<file path="src/rtl/capseq_pkg.sv">
package capseq_pkg;

  localparam int OP_W = 4;

  typedef enum logic [OP_W-1:0] {
    OP_NOP   = 4'd0,
    OP_LDI   = 4'd1,
    OP_ADD   = 4'd2,
    OP_SUBI  = 4'd3,
    OP_JMP   = 4'd4,
    OP_BZ    = 4'd5,
    OP_BNZ   = 4'd6,
    OP_LOOP  = 4'd7,
    OP_SETLC = 4'd8,
    OP_SETST = 4'd9,
    OP_LOCK  = 4'd10,
    OP_CLKLD = 4'd11,
    OP_WAVE  = 4'd12,
    OP_HALT  = 4'd15
  } opcode_e;

  typedef enum logic [1:0] {
    ALU_IMM,
    ALU_ADD,
    ALU_SUBI
  } aluOp_e;

  // strobes from control to datapath, one cycle each
  typedef struct packed {
    logic   regWr;
    logic   flagWr;
    aluOp_e aluOp;
    logic   cfgWr;
    logic   lockWr;
    logic   cntWr;
    logic   lcLoad;
    logic   lcStep;
    logic   sigWr;
  } dpStrobe_t;

endpackage

</file>
<file path="src/rtl/capseq_mem.sv">
module capseq_mem #(
  parameter int W     = 8,
  parameter int DEPTH = 16,
  localparam int AW   = $clog2(DEPTH)
) (
  input  logic          clk,
  input  logic          we,
  input  logic [AW-1:0] wAddr,
  input  logic [W-1:0]  wData,
  input  logic [AW-1:0] rAddr,
  output logic [W-1:0]  rData
);

  logic [W-1:0] mem [DEPTH];

  always_ff @(posedge clk) begin
    if (we) mem[wAddr] <= wData;
  end

  // read is combinational so an instruction executes in the cycle it is addressed
  assign rData = mem[rAddr];

endmodule

</file>
<file path="src/rtl/capseq_ctrl.sv">
module capseq_ctrl
  import capseq_pkg::*;
#(
  parameter int PC_AW = 6,
  parameter int WA_W  = 6,
  parameter int DLY_W = 8
) (
  input  logic             clk,
  input  logic             rstN,
  input  logic             start,
  input  logic [OP_W-1:0]  opBits,
  input  logic [PC_AW-1:0] target,
  input  logic [WA_W-1:0]  waveBase,
  output logic [PC_AW-1:0] pc,
  input  logic             entryEnd,
  input  logic [DLY_W-1:0] entryDly,
  output logic [WA_W-1:0]  wavePtr,
  input  logic             zeroFlag,
  input  logic             lcLast,
  output dpStrobe_t        stb,
  output logic             busy,
  output logic             waveActive
);

  typedef enum logic [1:0] {S_IDLE, S_RUN, S_WAVE} state_e;

  state_e           state;
  opcode_e          op;
  logic [DLY_W-1:0] waitCnt;
  logic             eventDue;
  logic             takeBranch;

  assign op         = opcode_e'(opBits);
  assign busy       = (state != S_IDLE);
  assign waveActive = (state == S_WAVE);
  assign eventDue   = waveActive && !entryEnd && (waitCnt == entryDly);

  always_comb begin
    case (op)
      OP_JMP:  takeBranch = 1'b1;
      OP_BZ:   takeBranch = zeroFlag;
      OP_BNZ:  takeBranch = !zeroFlag;
      OP_LOOP: takeBranch = !lcLast;
      default: takeBranch = 1'b0;
    endcase
  end

  always_comb begin
    stb       = '0;
    stb.aluOp = ALU_IMM;
    if (state == S_RUN) begin
      case (op)
        OP_LDI:   begin stb.regWr = 1'b1; stb.flagWr = 1'b1; stb.aluOp = ALU_IMM;  end
        OP_ADD:   begin stb.regWr = 1'b1; stb.flagWr = 1'b1; stb.aluOp = ALU_ADD;  end
        OP_SUBI:  begin stb.regWr = 1'b1; stb.flagWr = 1'b1; stb.aluOp = ALU_SUBI; end
        OP_SETST: stb.cfgWr  = 1'b1;
        OP_LOCK:  stb.lockWr = 1'b1;
        OP_CLKLD: stb.cntWr  = 1'b1;
        OP_SETLC: stb.lcLoad = 1'b1;
        OP_LOOP:  stb.lcStep = 1'b1;
        default:  ;
      endcase
    end
    stb.sigWr = eventDue;
  end

  always_ff @(posedge clk or negedge rstN) begin
    if (!rstN) begin
      state   <= S_IDLE;
      pc      <= '0;
      wavePtr <= '0;
      waitCnt <= '0;
    end else begin
      case (state)
        S_IDLE: begin
          if (start) begin
            pc    <= '0;
            state <= S_RUN;
          end
        end
        S_RUN: begin
          pc <= takeBranch ? target : pc + 1'b1;
          if (op == OP_WAVE) begin
            wavePtr <= waveBase;
            waitCnt <= '0;
            state   <= S_WAVE;
          end else if (op == OP_HALT) begin
            state <= S_IDLE;
          end
        end
        S_WAVE: begin
          if (entryEnd) begin
            state <= S_RUN;
          end else if (eventDue) begin
            wavePtr <= wavePtr + 1'b1;
            waitCnt <= '0;
          end else begin
            waitCnt <= waitCnt + 1'b1;
          end
        end
        default: state <= S_IDLE;
      endcase
    end
  end

endmodule

</file>
<file path="src/rtl/capseq_dp.sv">
module capseq_dp
  import capseq_pkg::*;
#(
  parameter int DATA_W  = 16,
  parameter int NREG    = 4,
  parameter int NUM_SIG = 8,
  parameter int CFG_AW  = 8,
  parameter int REG_AW  = 2,
  parameter int SIG_AW  = 3
) (
  input  logic              clk,
  input  logic              rstN,
  input  dpStrobe_t         stb,
  input  logic [REG_AW-1:0] rd,
  input  logic [REG_AW-1:0] rs,
  input  logic [DATA_W-1:0] imm,
  input  logic [SIG_AW-1:0] sigSel,
  input  logic              sigLevel,
  output logic              zeroFlag,
  output logic              lcLast,
  output logic [NUM_SIG-1:0] ctrlOut,
  output logic              cfgValid,
  output logic [CFG_AW-1:0] cfgAddr,
  output logic [DATA_W-1:0] cfgData,
  output logic              lockEnable,
  output logic              cntLoad,
  output logic [DATA_W-1:0] cntValue
);

  logic [DATA_W-1:0] regs [NREG];
  logic [DATA_W-1:0] aluRes;
  logic [DATA_W-1:0] loopCnt;

  always_comb begin
    case (stb.aluOp)
      ALU_ADD:  aluRes = regs[rd] + regs[rs];
      ALU_SUBI: aluRes = regs[rd] - imm;
      default:  aluRes = imm;
    endcase
  end

  assign lcLast = (loopCnt[DATA_W-1:1] == '0);

  always_ff @(posedge clk or negedge rstN) begin
    if (!rstN) begin
      for (int i = 0; i < NREG; i++) regs[i] <= '0;
      zeroFlag <= 1'b0;
    end else begin
      if (stb.regWr)  regs[rd] <= aluRes;
      if (stb.flagWr) zeroFlag <= (aluRes == '0);
    end
  end

  always_ff @(posedge clk or negedge rstN) begin
    if (!rstN) begin
      loopCnt <= '0;
    end else if (stb.lcLoad) begin
      loopCnt <= imm;
    end else if (stb.lcStep) begin
      loopCnt <= lcLast ? '0 : loopCnt - 1'b1;
    end
  end

  always_ff @(posedge clk or negedge rstN) begin
    if (!rstN) begin
      ctrlOut <= '0;
    end else if (stb.sigWr) begin
      ctrlOut[sigSel] <= sigLevel;
    end
  end

  always_ff @(posedge clk or negedge rstN) begin
    if (!rstN) begin
      cfgValid   <= 1'b0;
      cfgAddr    <= '0;
      cfgData    <= '0;
      lockEnable <= 1'b0;
      cntLoad    <= 1'b0;
      cntValue   <= '0;
    end else begin
      cfgValid <= stb.cfgWr;
      cntLoad  <= stb.cntWr;
      if (stb.cfgWr) begin
        cfgAddr <= imm[CFG_AW-1:0];
        cfgData <= regs[rs];
      end
      if (stb.cntWr)  cntValue   <= regs[rs];
      if (stb.lockWr) lockEnable <= imm[0];
    end
  end

endmodule

</file>
<file path="src/rtl/capture_sequencer.sv">
module capture_sequencer
  import capseq_pkg::*;
#(
  parameter int DATA_W     = 16,
  parameter int NREG       = 4,
  parameter int PROG_DEPTH = 64,
  parameter int WAVE_DEPTH = 64,
  parameter int NUM_SIG    = 8,
  parameter int DLY_W      = 8,
  parameter int CFG_AW     = 8,
  localparam int REG_AW    = $clog2(NREG),
  localparam int PC_AW     = $clog2(PROG_DEPTH),
  localparam int WA_W      = $clog2(WAVE_DEPTH),
  localparam int SIG_AW    = $clog2(NUM_SIG),
  localparam int INSTR_W   = OP_W + 2 * REG_AW + DATA_W,
  localparam int WAVE_W    = 2 + SIG_AW + DLY_W
) (
  input  logic               clk,
  input  logic               rstN,
  input  logic               start,
  input  logic               progWe,
  input  logic [PC_AW-1:0]   progAddr,
  input  logic [INSTR_W-1:0] progData,
  input  logic               waveWe,
  input  logic [WA_W-1:0]    waveAddr,
  input  logic [WAVE_W-1:0]  waveData,
  output logic [NUM_SIG-1:0] ctrlOut,
  output logic               cfgValid,
  output logic [CFG_AW-1:0]  cfgAddr,
  output logic [DATA_W-1:0]  cfgData,
  output logic               lockEnable,
  output logic               cntLoad,
  output logic [DATA_W-1:0]  cntValue,
  output logic               busy
);

  logic [PC_AW-1:0]   pc;
  logic [INSTR_W-1:0] instr;
  logic [WA_W-1:0]    wavePtr;
  logic [WAVE_W-1:0]  entry;
  logic               zeroFlag;
  logic               lcLast;
  logic               waveActive;
  dpStrobe_t          stb;

  logic [DATA_W-1:0]  imm;
  logic [REG_AW-1:0]  rdSel;
  logic [REG_AW-1:0]  rsSel;

  assign imm   = instr[DATA_W-1:0];
  assign rsSel = instr[DATA_W+REG_AW-1 -: REG_AW];
  assign rdSel = instr[DATA_W+2*REG_AW-1 -: REG_AW];

  capseq_mem #(.W(INSTR_W), .DEPTH(PROG_DEPTH)) uProg (
    .clk  (clk),
    .we   (progWe),
    .wAddr(progAddr),
    .wData(progData),
    .rAddr(pc),
    .rData(instr)
  );

  capseq_mem #(.W(WAVE_W), .DEPTH(WAVE_DEPTH)) uWave (
    .clk  (clk),
    .we   (waveWe),
    .wAddr(waveAddr),
    .wData(waveData),
    .rAddr(wavePtr),
    .rData(entry)
  );

  capseq_ctrl #(.PC_AW(PC_AW), .WA_W(WA_W), .DLY_W(DLY_W)) uCtrl (
    .clk       (clk),
    .rstN      (rstN),
    .start     (start),
    .opBits    (instr[INSTR_W-1 -: OP_W]),
    .target    (imm[PC_AW-1:0]),
    .waveBase  (imm[WA_W-1:0]),
    .pc        (pc),
    .entryEnd  (entry[WAVE_W-1]),
    .entryDly  (entry[DLY_W-1:0]),
    .wavePtr   (wavePtr),
    .zeroFlag  (zeroFlag),
    .lcLast    (lcLast),
    .stb       (stb),
    .busy      (busy),
    .waveActive(waveActive)
  );

  capseq_dp #(
    .DATA_W (DATA_W),
    .NREG   (NREG),
    .NUM_SIG(NUM_SIG),
    .CFG_AW (CFG_AW),
    .REG_AW (REG_AW),
    .SIG_AW (SIG_AW)
  ) uDp (
    .clk       (clk),
    .rstN      (rstN),
    .stb       (stb),
    .rd        (rdSel),
    .rs        (rsSel),
    .imm       (imm),
    .sigSel    (entry[DLY_W+SIG_AW-1 -: SIG_AW]),
    .sigLevel  (entry[WAVE_W-2]),
    .zeroFlag  (zeroFlag),
    .lcLast    (lcLast),
    .ctrlOut   (ctrlOut),
    .cfgValid  (cfgValid),
    .cfgAddr   (cfgAddr),
    .cfgData   (cfgData),
    .lockEnable(lockEnable),
    .cntLoad   (cntLoad),
    .cntValue  (cntValue)
  );

endmodule

</file>
<file path="config.mk">
export PLATFORM = sky130hd
export DESIGN_NAME = capture_sequencer
export DESIGN_NICKNAME = d
export VERILOG_FILES = /design/src/rtl/capseq_pkg.sv /design/src/rtl/capseq_mem.sv /design/src/rtl/capseq_ctrl.sv /design/src/rtl/capseq_dp.sv /design/src/rtl/capture_sequencer.sv
export SDC_FILE = /design/constraint.sdc
export NUM_CORES = 2
export LEC_CHECK = 0
export CORE_AREA = 4 4 532 482
export DETAILED_ROUTE_END_ITERATION = 10
export DIE_AREA = 0 0 536 486
export DONT_BUFFER_PORTS = 1
export GPL_TIMING_DRIVEN = 1
export MAX_ROUTING_LAYER = met4
export SETUP_SLACK_MARGIN = 0.05
export SYNTH_ARGS = -nofsm -noshare
export SYNTH_HDL_FRONTEND = slang
export SYNTH_HIERARCHICAL = 1
export SYNTH_SLANG_ARGS = --single-unit
</file>
<file path="constraint.sdc">
create_clock -name clk -period 7.55 [get_ports clk]
set_clock_uncertainty 0.2 [all_clocks]
set_input_delay 0.3775 -clock clk [delete_from_list [all_inputs] [get_ports clk]]
set_output_delay 0.3775 -clock clk [all_outputs]
set_load 0.03 [all_outputs]
</file>
==> impl_metrics.env <==
export IMPL_synth_area_top_cells="edfxtp_1, mux4_2, dfrtp_1"
export IMPL_cts_sinks=2522
export IMPL_antenna_found_initial=16
export IMPL_cts_root_buf="clkbuf_16"
export IMPL_core_mm2=0.251
export IMPL_required_ns=8.20
export IMPL_slew_viol_final=0
export IMPL_final_core_util_pct=45.9
export IMPL_min_period_ns=7.18
export IMPL_irDropWorstVdd_mv=0.414
export IMPL_final_common_cell="edfxtp_1"
export IMPL_area_delta_synth_final_pct=15.5
export IMPL_pwr_share_comb_pct=35.7
export IMPL_grt_remaining_overflow=0
export IMPL_io_pins=106
export IMPL_h_tree_depth=5
export IMPL_synth_edf_count=2368
export IMPL_rsz0062_at_grt="no"
export IMPL_power_frac_seq_pct=36.3
export IMPL_path_clk_slew_ns=0.06
export IMPL_clk_path_buf_depth=4
export IMPL_cts_tree="built"
export IMPL_postSynthAreaPerCell_um2=20.5
export IMPL_ys_flop_type="edfxtp_1"
export IMPL_endpoint_kind="flop"
export IMPL_r2r_cells=25
export IMPL_max_freq_ghz=0.139
export IMPL_wl_per_cell_um=28.8
export IMPL_cp_arrival_ns=7.83
export IMPL_ys_warnings_count=6
export IMPL_async_flop_share_pct=6.11
export IMPL_status="complete, no violations"
export IMPL_synthesis_area_mm2=0.0999
export IMPL_grt_max_degree=134
export IMPL_place_hpwl_mm=149
export IMPL_p_sw_uw=15400
export IMPL_cts_buffers=278
export IMPL_die_w_um=536
export IMPL_r2r_start="uCtrl/pc[1]"
export IMPL_synth_largest_area_cell="edfxtp_1"
export IMPL_ys_seq_area_share_pct=75.0
export IMPL_endpoint="uDp/zeroFlag"
export IMPL_drcViolationCount=0
export IMPL_num_rows=175
export IMPL_drive_gt1_share_pct=27.6
export IMPL_vias_per_cell=5.77
export IMPL_startpoint_type="flop"
export IMPL_synth_cell_type_count=81
export IMPL_max_cap_violations=0
export IMPL_fin_tns_setup_ns=0
export IMPL_mostFrequentLayoutCells="edfxtp_1, mux4_2, clkbuf_16"
export IMPL_r2r_slack_ns=0.37
export IMPL_power_density_mw_per_mm2=393
export IMPL_tightestPinTransition_ns=1.16
export IMPL_dieArea_mm2=0.260
export IMPL_clk_latency_ns=0.94
export IMPL_worst_slew_margin_rel_pct=22.4
export IMPL_synth_seq_cells=2522
export IMPL_drt_iter0_markers=6189
export IMPL_syn_nets=4951
export IMPL_ant_nets=0
export IMPL_grt_first_pass_wirelength_mm=366
export IMPL_place_congestion=0.862
export IMPL_grt_pass1_vias=50329
export IMPL_firstDrtPassIters=6
export IMPL_switching_share_pct=33.9
export IMPL_final_net_count=5340
export IMPL_vias=50857
export IMPL_finalHoldViolations=0
export IMPL_critical_path_max_fanout=40
export IMPL_pwr_share_clk_pct=28.1
export IMPL_critPathLaunch="uCtrl/pc[1]"
export IMPL_die_height_um=486
export IMPL_synth_top_area_share_pct=71.2
export IMPL_setup_violations=0
export IMPL_synthCells=4871
export IMPL_initial_core_util_pct=39.8
export IMPL_groute_usage_overall_pct=19.9
export IMPL_fin_crit_sh_pct=95.0
export IMPL_path_class="reg -> reg"
export IMPL_r2r_end="uDp/zeroFlag"
export IMPL_hp_class="in -> reg"
export IMPL_p_int_uw=30000
export IMPL_wirelength_mm=254
export IMPL_leakage_uw=0.0369
export IMPL_buffer_ports_inserted=0
-- metal layers --
layer  global-route usage, %  vias to the layer above  part of all wire [%]
met1                    29.0                    27102                    43
met2                    28.4                     2352                    45
met4                    4.81                        0                   2.1
li1                        -                    21034                     -
met5                       -                        -                     0
met3                    4.67                      369                   9.9
-- worst min-delay path by stage --
stage | startpoint | to | slack [ns] | depth (start not counted)
4_1_cts | waveAddr[2] | uWave/mem[26][5] | 0.006 | 3
2_1_floorplan | rstN | uCtrl/pc[0] | -0.12 | 0
3_5_place_dp | rstN | uDp/cntValue[12] | -0.11 | 0
3_3_place_gp | rstN | uDp/cntValue[13] | -0.11 | 0
6_report | progAddr[0] | uProg/mem[54][10] | 0.06 | 2
5_1_grt | progAddr[0] | uProg/mem[54][5] | 0.05 | 2
-- synth_stat cells, drive strengths merged (6+ instances only) --
cell,count
xnor2,14
a221o,9
a31oi,20
nor2,213
mux4,610
nor4,9
a21oi,80
edfxtp,2368
a221oi,56
nand2,162
mux2i,152
inv,33
o211ai,6
and2,9
o31ai,11
xor2,18
nor2b,38
nand4,10
o21ai,126
nand3,41
o22ai,67
a211oi,14
nor3,25
or3,20
and3,24
dfrtp,154
clkbuf,106
or2,7
mux2,108
o221ai,16
nand2b,23
o21a,17
nand3b,11
or3b,6
buf,158
ha,25
a22oi,43
-- power groups by stage --
stage	Combinational [uW]	Clock (uW)	Sequential, uW
2_1_floorplan	10800	0	16400
3_3_place_gp	15500	0	16800
3_5_place_dp	15600	0	16800
4_1_cts	16000	13000	16500
5_1_grt	17300	13600	16500
6_report	16200	12800	16500
-- registers in the layout, indices dropped and copies added (netlist names) --
name and flops:
uCtrl/wavePtr 6, uWave/mem 832, uDp/zeroFlag 1, uDp/cntLoad 1, uDp/regs 64, uDp/lockEnable 1, uProg/mem 1536, uCtrl/waitCnt 8
uDp/cfgData 16, uDp/ctrlOut 8, uDp/loopCnt 16, uDp/cfgValid 1, uDp/cfgAddr 8, uCtrl/state 2, uDp/cntValue 16, uCtrl/pc 6
-- area by class of cell --
class                           count  area [um2]
Antenna cell                        6        15.0
Clock buffer                      343        7350
Clock inverter                    127        1070
Fill cell                       20885      136000
Inverter                           35         131
Multi-Input combinational cell   2050       23700
Sequential cell                  2522       75000
Tap cell                         3363        4210
Timing Repair Buffer              373        3940
-- logic make-up after synthesis --
logic type               synth area share (%)
flip-flops                               75.0
multiplexers                             16.5
AND/OR/NAND/NOR                          3.01
AO/OA/AOI/OAI                            3.30
buffers and inverters                    1.53
XOR/XNOR                                0.288
adder cells (fa/ha/maj)                 0.333
-- through the flow --
step	hold slack (ns)	worst slack, ns	area, um2	total power, uW	cells
after floorplan	-0.118	1.08	99900	27100	4871
after global placement	-0.114	0.279	105000	32300	8234
after detailed placement	-0.114	0.195	105000	32400	8234
after CTS	0.00634	0.155	115000	45500	8805
after global routing	0.0547	0.0950	115000	47400	8817
final	0.0575	0.375	115000	45400	8819
-- critical path, cell delays in order (launching register included) --
cell and delay, ns:
dfrtp_4 0.63, buf_12 0.31, buf_4 0.49, mux4_2 0.37, mux2_2 0.27, a21oi_1 0.31, a21oi_1 0.17, and3_1 0.36
nand2b_1 0.23, nor2_1 0.14, inv_1 0.06, ha_1 0.26, buf_4 0.27, nand2_1 0.10, o21ai_0 0.09, ha_1 0.23
fa_1 0.40, nor2b_1 0.26, o2111ai_1 0.19, a31oi_1 0.40, a41oi_1 0.25, o21a_1 0.23, o31ai_1 0.26, and4_1 0.24
and4_1 0.22, a32o_1 0.16
-- timing repair --
item / CTS / global route
endpoints found under the setup margin: 0 / 17
endpoints found under the hold margin: 3411 / 0
hold buffers: 101 / 0
gates resized for setup: 0 / 3
buffers inserted: 0 / 8
(Power assumes the default switching activity.)
